==> src/rtl/nec_tx_pkg.sv <==
package nec_tx_pkg;

  typedef enum logic [2:0] {
    ST_IDLE,
    ST_HDR,
    ST_GAP,
    ST_BMARK,
    ST_BSPACE,
    ST_TAIL,
    ST_WAIT
  } nec_state_e;

  localparam int unsigned PAYLOAD_BITS = 32;

  // Convert a duration in microseconds to clock ticks (floor).
  function automatic int unsigned us_to_ticks(input longint unsigned clk_hz,
                                              input longint unsigned us);
    longint unsigned t;
    t = (clk_hz * us) / 64'd1000000;
    return 32'(t);
  endfunction

  function automatic logic is_mark(input nec_state_e s);
    return (s == ST_HDR) || (s == ST_BMARK) || (s == ST_TAIL);
  endfunction

  function automatic logic is_busy(input nec_state_e s);
    return (s != ST_IDLE) && (s != ST_WAIT);
  endfunction

endpackage

==> src/rtl/nec_hold_qual.sv <==
module nec_hold_qual #(
  parameter int unsigned QUAL_T = 1440,
  localparam int unsigned QW = $clog2(QUAL_T + 1)
) (
  input  logic clk,
  input  logic rst,
  input  logic key_i,
  output logic qual_o
);

  logic [QW-1:0] hold_cnt;

  always_ff @(posedge clk) begin
    if (rst) begin
      hold_cnt <= '0;
      qual_o   <= 1'b0;
    end else if (!key_i) begin
      hold_cnt <= '0;
      qual_o   <= 1'b0;
    end else begin
      if (hold_cnt != QW'(QUAL_T)) hold_cnt <= hold_cnt + 1'b1;
      qual_o <= (hold_cnt == QW'(QUAL_T));
    end
  end

  AST_QUAL_NEEDS_KEY: assert property (@(posedge clk) disable iff (rst)
    qual_o |-> $past(key_i));

endmodule

==> src/rtl/nec_carrier_gen.sv <==
module nec_carrier_gen #(
  parameter bit          ENABLE = 1'b1,
  parameter int unsigned HALF_T = 10,
  localparam int unsigned HW = $clog2(HALF_T + 1)
) (
  input  logic clk,
  input  logic rst,
  input  logic mark_next_i,
  output logic carrier_o
);

  generate
    if (ENABLE) begin : g_carrier
      logic [HW-1:0] phase_cnt;
      logic          car_q;

      always_ff @(posedge clk) begin
        if (rst || !mark_next_i) begin
          phase_cnt <= '0;
          car_q     <= 1'b0;
        end else if (phase_cnt == HW'(HALF_T - 1)) begin
          phase_cnt <= '0;
          car_q     <= ~car_q;
        end else begin
          phase_cnt <= phase_cnt + 1'b1;
        end
      end

      assign carrier_o = car_q;
    end else begin : g_no_carrier
      logic unused_in;
      assign unused_in = clk ^ rst ^ mark_next_i;
      assign carrier_o = 1'b0 & unused_in;
    end
  endgenerate

endmodule

==> src/rtl/nec_frame_seq.sv <==
module nec_frame_seq
  import nec_tx_pkg::*;
#(
  parameter int unsigned HDR_T    = 360,
  parameter int unsigned GAP_T    = 180,
  parameter int unsigned RGAP_T   = 100,
  parameter int unsigned MARK_T   = 22,
  parameter int unsigned Q0_T     = 23,
  parameter int unsigned Q1_T     = 68,
  parameter int unsigned PERIOD_T = 4320,
  localparam int unsigned CW = $clog2(PERIOD_T + 1),
  localparam int unsigned BW = $clog2(PAYLOAD_BITS)
) (
  input  logic        clk,
  input  logic        rst,
  input  logic        key_i,
  input  logic        qual_i,
  input  logic [15:0] addr_i,
  input  logic [7:0]  code_i,
  output logic        mark_o,
  output logic        mark_next_o,
  output logic        busy_o
);

  nec_state_e                state_q, state_n;
  logic [CW-1:0]             seg_cnt;
  logic [CW-1:0]             per_cnt;
  logic [BW-1:0]             bit_idx;
  logic [PAYLOAD_BITS-1:0]   word_q;
  logic                      rpt_q;
  logic                      rel_q;
  logic                      seg_load;
  logic [CW-1:0]             seg_len;
  logic                      seg_done;
  logic                      slot_end;
  logic                      cur_bit;

  assign seg_done = (seg_cnt == '0);
  assign slot_end = (per_cnt == CW'(PERIOD_T - 1));
  assign cur_bit  = word_q[bit_idx];

  always_comb begin
    state_n  = state_q;
    seg_load = 1'b0;
    seg_len  = CW'(MARK_T);
    unique case (state_q)
      ST_IDLE: begin
        if (qual_i && key_i) begin
          state_n  = ST_HDR;
          seg_load = 1'b1;
          seg_len  = CW'(HDR_T);
        end
      end
      ST_HDR: begin
        if (seg_done) begin
          state_n  = ST_GAP;
          seg_load = 1'b1;
          seg_len  = rpt_q ? CW'(RGAP_T) : CW'(GAP_T);
        end
      end
      ST_GAP: begin
        if (seg_done) begin
          state_n  = rpt_q ? ST_TAIL : ST_BMARK;
          seg_load = 1'b1;
          seg_len  = CW'(MARK_T);
        end
      end
      ST_BMARK: begin
        if (seg_done) begin
          state_n  = ST_BSPACE;
          seg_load = 1'b1;
          seg_len  = cur_bit ? CW'(Q1_T) : CW'(Q0_T);
        end
      end
      ST_BSPACE: begin
        if (seg_done) begin
          state_n  = (bit_idx == BW'(PAYLOAD_BITS - 1)) ? ST_TAIL : ST_BMARK;
          seg_load = 1'b1;
          seg_len  = CW'(MARK_T);
        end
      end
      ST_TAIL: begin
        if (seg_done) state_n = ST_WAIT;
      end
      ST_WAIT: begin
        if (slot_end) begin
          if (rel_q || !key_i) begin
            state_n = ST_IDLE;
          end else begin
            state_n  = ST_HDR;
            seg_load = 1'b1;
            seg_len  = CW'(HDR_T);
          end
        end
      end
      default: state_n = ST_IDLE;
    endcase
  end

  assign mark_next_o = is_mark(state_n);

  always_ff @(posedge clk) begin
    if (rst) begin
      state_q <= ST_IDLE;
      seg_cnt <= '0;
      per_cnt <= '0;
      bit_idx <= '0;
      word_q  <= '0;
      rpt_q   <= 1'b0;
      rel_q   <= 1'b0;
      mark_o  <= 1'b0;
      busy_o  <= 1'b0;
    end else begin
      state_q <= state_n;
      mark_o  <= is_mark(state_n);
      busy_o  <= is_busy(state_n);

      if (seg_load)      seg_cnt <= seg_len - 1'b1;
      else if (!seg_done) seg_cnt <= seg_cnt - 1'b1;

      if (state_n == ST_HDR && state_q != ST_HDR) per_cnt <= '0;
      else if (state_q != ST_IDLE)                per_cnt <= per_cnt + 1'b1;

      if (state_q == ST_IDLE && state_n == ST_HDR) begin
        word_q <= {~code_i, code_i, addr_i[15:8], addr_i[7:0]};
        rpt_q  <= 1'b0;
      end else if (state_q == ST_WAIT && state_n == ST_HDR) begin
        rpt_q  <= 1'b1;
      end

      if (state_n == ST_HDR && state_q != ST_HDR)    bit_idx <= '0;
      else if (state_q == ST_BSPACE && seg_done)     bit_idx <= bit_idx + 1'b1;

      if (state_q == ST_IDLE) rel_q <= 1'b0;
      else if (!key_i)        rel_q <= 1'b1;
    end
  end

  AST_MARK_INSIDE_BUSY: assert property (@(posedge clk) disable iff (rst)
    mark_o |-> busy_o);

  AST_FRAME_FITS_SLOT: assert property (@(posedge clk) disable iff (rst)
    (state_q != ST_IDLE && state_q != ST_WAIT) |-> (per_cnt < CW'(PERIOD_T)));

  AST_START_NEEDS_KEY: assert property (@(posedge clk) disable iff (rst)
    $rose(busy_o) |-> $past(key_i));

  AST_NO_REPEAT_AFTER_RELEASE: assert property (@(posedge clk) disable iff (rst)
    (state_q == ST_WAIT && rel_q) |=> (state_q != ST_HDR));

  AST_REPEAT_HAS_NO_PAYLOAD: assert property (@(posedge clk) disable iff (rst)
    rpt_q |-> (state_q != ST_BMARK && state_q != ST_BSPACE));

endmodule

==> src/rtl/nec_ir_encoder.sv <==
module nec_ir_encoder
  import nec_tx_pkg::*;
#(
  parameter longint unsigned CLK_HZ     = 50_000_000,
  parameter longint unsigned CARRIER_HZ = 38_000,
  parameter bit              CARRIER_EN = 1'b1
) (
  input  logic        clk,
  input  logic        rst,
  input  logic        key_held_i,
  input  logic [7:0]  key_code_i,
  input  logic [15:0] addr_i,
  output logic        burst_o,
  output logic        carrier_o,
  output logic        busy_o
);

  localparam int unsigned QUAL_T   = us_to_ticks(CLK_HZ, 36000);
  localparam int unsigned HDR_T    = us_to_ticks(CLK_HZ, 9000);
  localparam int unsigned GAP_T    = us_to_ticks(CLK_HZ, 4500);
  localparam int unsigned RGAP_T   = us_to_ticks(CLK_HZ, 2500);
  localparam int unsigned MARK_T   = us_to_ticks(CLK_HZ, 560);
  localparam int unsigned Q0_T     = us_to_ticks(CLK_HZ, 1125) - MARK_T;
  localparam int unsigned Q1_T     = us_to_ticks(CLK_HZ, 2250) - MARK_T;
  localparam int unsigned PERIOD_T = us_to_ticks(CLK_HZ, 108000);
  localparam longint unsigned HALF_RAW = CLK_HZ / (2 * CARRIER_HZ);
  localparam int unsigned HALF_T   = (HALF_RAW < 1) ? 1 : 32'(HALF_RAW);

  logic qual;
  logic mark_next;

  nec_hold_qual #(
    .QUAL_T(QUAL_T)
  ) u_qual (
    .clk    (clk),
    .rst    (rst),
    .key_i  (key_held_i),
    .qual_o (qual)
  );

  nec_frame_seq #(
    .HDR_T   (HDR_T),
    .GAP_T   (GAP_T),
    .RGAP_T  (RGAP_T),
    .MARK_T  (MARK_T),
    .Q0_T    (Q0_T),
    .Q1_T    (Q1_T),
    .PERIOD_T(PERIOD_T)
  ) u_seq (
    .clk         (clk),
    .rst         (rst),
    .key_i       (key_held_i),
    .qual_i      (qual),
    .addr_i      (addr_i),
    .code_i      (key_code_i),
    .mark_o      (burst_o),
    .mark_next_o (mark_next),
    .busy_o      (busy_o)
  );

  nec_carrier_gen #(
    .ENABLE(CARRIER_EN),
    .HALF_T(HALF_T)
  ) u_car (
    .clk        (clk),
    .rst        (rst),
    .mark_next_i(mark_next),
    .carrier_o  (carrier_o)
  );

  AST_CARRIER_GATED: assert property (@(posedge clk) disable iff (rst)
    carrier_o |-> burst_o);

  AST_BUSY_LOW_AFTER_RESET: assert property (@(posedge clk)
    $past(rst) |-> (!busy_o && !burst_o));

endmodule

==> config.mk <==
export PLATFORM = sky130hd
export DESIGN_NAME = nec_ir_encoder
export DESIGN_NICKNAME = d
export VERILOG_FILES = /design/src/rtl/nec_tx_pkg.sv /design/src/rtl/nec_hold_qual.sv /design/src/rtl/nec_carrier_gen.sv /design/src/rtl/nec_frame_seq.sv /design/src/rtl/nec_ir_encoder.sv
export SDC_FILE = /design/constraint.sdc
export NUM_CORES = 1
export LEC_CHECK = 0
export ABC_AREA = 1
export BUFFER_PORTS_ARGS = -buffer_cell sky130_fd_sc_hd__buf_2
export CAP_MARGIN = 0
export CORE_MARGIN = 2
export CORE_UTILIZATION = 50
export DETAILED_ROUTE_END_ITERATION = 7
export PLACE_DENSITY = 0.7
export SLEW_MARGIN = 10
export SYNTH_ARGS = -nofsm -noshare
export SYNTH_HDL_FRONTEND = slang
export SYNTH_SLANG_ARGS = --single-unit
==> constraint.sdc <==
create_clock -name clk -period 2.11 [get_ports clk]
set_input_delay 0.1055 -clock clk [delete_from_list [all_inputs] [get_ports clk]]
set_output_delay 0.1055 -clock clk [all_outputs]
set_load 0.01 [all_outputs]
==> flow_metrics.py <==
metrics = {
    "run_status": {
        "status": "finished, violations left",
        "violations": "setup timing",
    },
    "final_layout": {
        "final_cells": 1372,
        "area_delta_synth_final_pct": 47.53,
        "final_area_mm2": 0.009682,
        "layout_commonest_cell": "nand2_1",
        "finalNetCount": 1223,
        "layout_common_cells": "nand2_1 (177), buf_4 (157), inv_1 (125), dfxtp_1 (103), nor2_1 (98)",
        "antenna_cells": 0,
        "layout-drive-gt1-share_pct": 34.25,
    },
    "placed_design": {
        "place_ws_ps": -284.9,
        "place_area_mm2": 0.007909,
        "dpl.cell_count": 1284,
        "dp_hpwl_mm": 12.07,
        "port_buffers": 29,
        "gp_congestion": 0.9341,
    },
    "setup_path": {
        "setup.worst_path.start_class": "register",
        "worstPathArrival_ps": 2700,
        "end_kind": "register",
        "cp.required_ps": 2430,
        "crit_type": "reg2reg",
        "path_max_fanout": 10,
    },
    "clock_network": {
        "clockBufferDepth": 2,
        "clock-sinks": 123,
        "root_buffer": "clkbuf_16",
        "htree_levels": 4,
        "path_clk_slew_ps": 60,
        "cts_inserted_buffers": 17,
        "tritoncts": "built",
        "clock_latency_ps": 430,
    },
    "logic_synthesis": {
        "synth_top_area_cell": "dfxtp_1",
        "syn_nets": 999,
        "syn_area_per_cell_um2": 6.808,
        "synth_cell_types": 49,
        "ys_ff_latch": 123,
        "synth.cell_area_mm2": 0.006563,
        "yosysSeqAreaShare_pct": 37.52,
        "synth-main-ff-cell": "dfxtp_1",
        "synthTopCellsByArea": "dfxtp_1 (38%), nand2_1 (12%), inv_1 (7.6%), nor2_1 (7.3%), a21oi_1 (5.3%)",
        "netlist_instances": 964,
        "synth_top_area_share_pct": 37.52,
        "ys_async_sr_fraction_pct": 0,
        "synth_edf_count": 0,
        "ys_warn_count": 0,
    },
    "grt": {
        "grt.total_usage_pct": 27.20,
        "grt-ovfl-total": 0,
        "antenna_found_initial": 0,
        "grt_pass1_wl_mm": 31.08,
        "grt_max_degree": 29,
        "first_global_vias": 6776,
    },
    "timing": {
        "hold_viol_final": 0,
        "finClkSkew_ps": 13.60,
        "finalSetupViolCount": 21,
        "setup_slack_ps": -270.0,
        "hold_ws_ps": 176.1,
        "tightest_slew_ps": 643.3,
        "max_freq_mhz": 420.2,
        "worst_slew_margin_rel_pct": 56.85,
        "fin_crit_sh_pct": 112.8,
        "slew_violations": 0,
        "min_period_ps": 2380,
        "rsz0062_at_grt": "true",
    },
    "routing": {
        "num_vias": 7260,
        "wirelength_mm": 20.07,
        "drc": 0,
        "drtAntennaViolNets": 0,
        "vias_per_cell": 5.292,
        "wl_per_cell_um": 14.63,
        "firstDrtPassIters": 6,
        "dr.first_iter.drc_count": 509,
    },
    "die": {
        "die_area_mm2": 0.01406,
        "fp-row-count": 41,
        "start_util_pct": 51.58,
        "die_h_um": 118.6,
        "die_x_um": 118.6,
        "design.core.area_mm2": 0.01272,
        "num_io_pins": 30,
    },
    "worst_hold_path": {
        "worst_hold_path_type": "in2reg",
    },
    "run": {
        "max-cap-violations": 0,
    },
    "power_and_ir_drop": {
        "peakVddDrop_uv": 722.0,
        "cellPowerDensity_mw_per_mm2": 1142,
        "power_leakage_nw": 4.129,
        "totalPowerFinal_mw": 11.06,
    },
}
-- worst paths after layout --
kind                                           start                                      end  slack (ps)  cells past startpoint
min reg2reg  u_car.g_carrier.phase_cnt[0]$_SDFF_PP0_  u_car.g_carrier.phase_cnt[0]$_SDFF_PP0_         440                      1
max reg2reg            u_seq.per_cnt[1]$_SDFFE_PP0P_           u_seq.seg_cnt[11]$_SDFFE_PP0P_        -270                     17
min                                              rst              u_seq.state_q[0]$_SDFF_PP0_         180                      3
max                    u_seq.per_cnt[1]$_SDFFE_PP0P_           u_seq.seg_cnt[11]$_SDFFE_PP0P_        -270                     17
-- metrics by stage --
step | TNS [ps] | util, %
floorplan | -328.7 | -
CTS | -1880 | 72.21
global route | -8178 | 76.10
global placement | -3565 | 62.17
finish | -4497 | 76.10
detailed placement | -3948 | 62.17
-- timing repair --
item	CTS	global route
gates resized for setup	74	103
pin swaps	37	56
buffers inserted	14	19
hold buffers	24	0
hold endpoints to repair	30	0
setup endpoints to repair	30	46
gates cloned	2	0
-- sequential cells by signal, indices dropped and copies added, names as in the netlist --
name                       flops
u_seq.bit_idx                  5
u_qual.qual_o                  1
u_seq.state_q                  3
u_seq.word_q                  32
u_car.carrier_o                1
u_car.g_carrier.phase_cnt     10
u_seq.busy_o                   1
u_seq.mark_o                   1
u_seq.rel_q                    1
u_seq.rpt_q                    1
u_seq.per_cnt                 23
u_qual.hold_cnt               21
u_seq.seg_cnt                 23
-- cell type report --
cell class	count	area, um2
clock inverters	7	135.1
inverters	144	554.3
flip-flops and latches	123	2497
multi-input cells	676	3983
repair buffers	226	1795
clock buffers	24	501.7
fillers	895	3040
well taps	172	215.2
-- report_power, final --
group          internal, mW  total, mW  switching [mW]
Combinational          2.18       5.18            2.99
Clock                  2.12       3.18            1.06
Sequential             2.55       2.70           0.155
Total                  6.85       11.1            4.21
-- cell usage after synthesis, drive strengths merged, types with 8 or more instances --
master and instances:
clkbuf 12, inv 141, nor2 148, buf 9, or2 8, a21oi 73, nand4 22, dfxtp 123
xor2 14, nand2 215, o21ai 39, nor3 31, nor4 10, ha 8, nand3 78
-- worst max-delay path, stage by stage, from the launching register on --
cell and delay, ps:
dfxtp_2 350, ha_4 140, inv_2 30, nor2_1 90, nand3_1 80, nor2_2 160, nand4_4 140, nand3_4 180
buf_6 190, nand2_1 70, inv_1 50, nand2_1 90, nand2_1 150, nand2_1 100, nor2_1 180, nand4_1 120
nand2_1 70, nor2_1 60
-- kinds of logic (layout without fill, tap and decap cells) --
| logic type | count (synthesis) | count (layout) | synth area share [%] |
|---|---|---|---|
| adder cells (fa/ha/maj) | 8 | 8 | 1.525 |
| flip-flops | 123 | 123 | 37.52 |
| AO/OA/AOI/OAI | 131 | 131 | 10.81 |
| buffers and inverters | 165 | 401 | 10.20 |
| AND/OR/NAND/NOR | 521 | 521 | 37.81 |
| XOR/XNOR | 16 | 16 | 2.135 |
-- metal layers --
layer	vias to the layer above	global-route usage, %	share of wire [%]
li1	3565	-	-
met1	3396	32.92	41
met2	240	47.13	50
met3	59	5.598	5.4
met4	0	10.57	3.1
met5	-	0	0
Power figures use the tool's default switching activity.
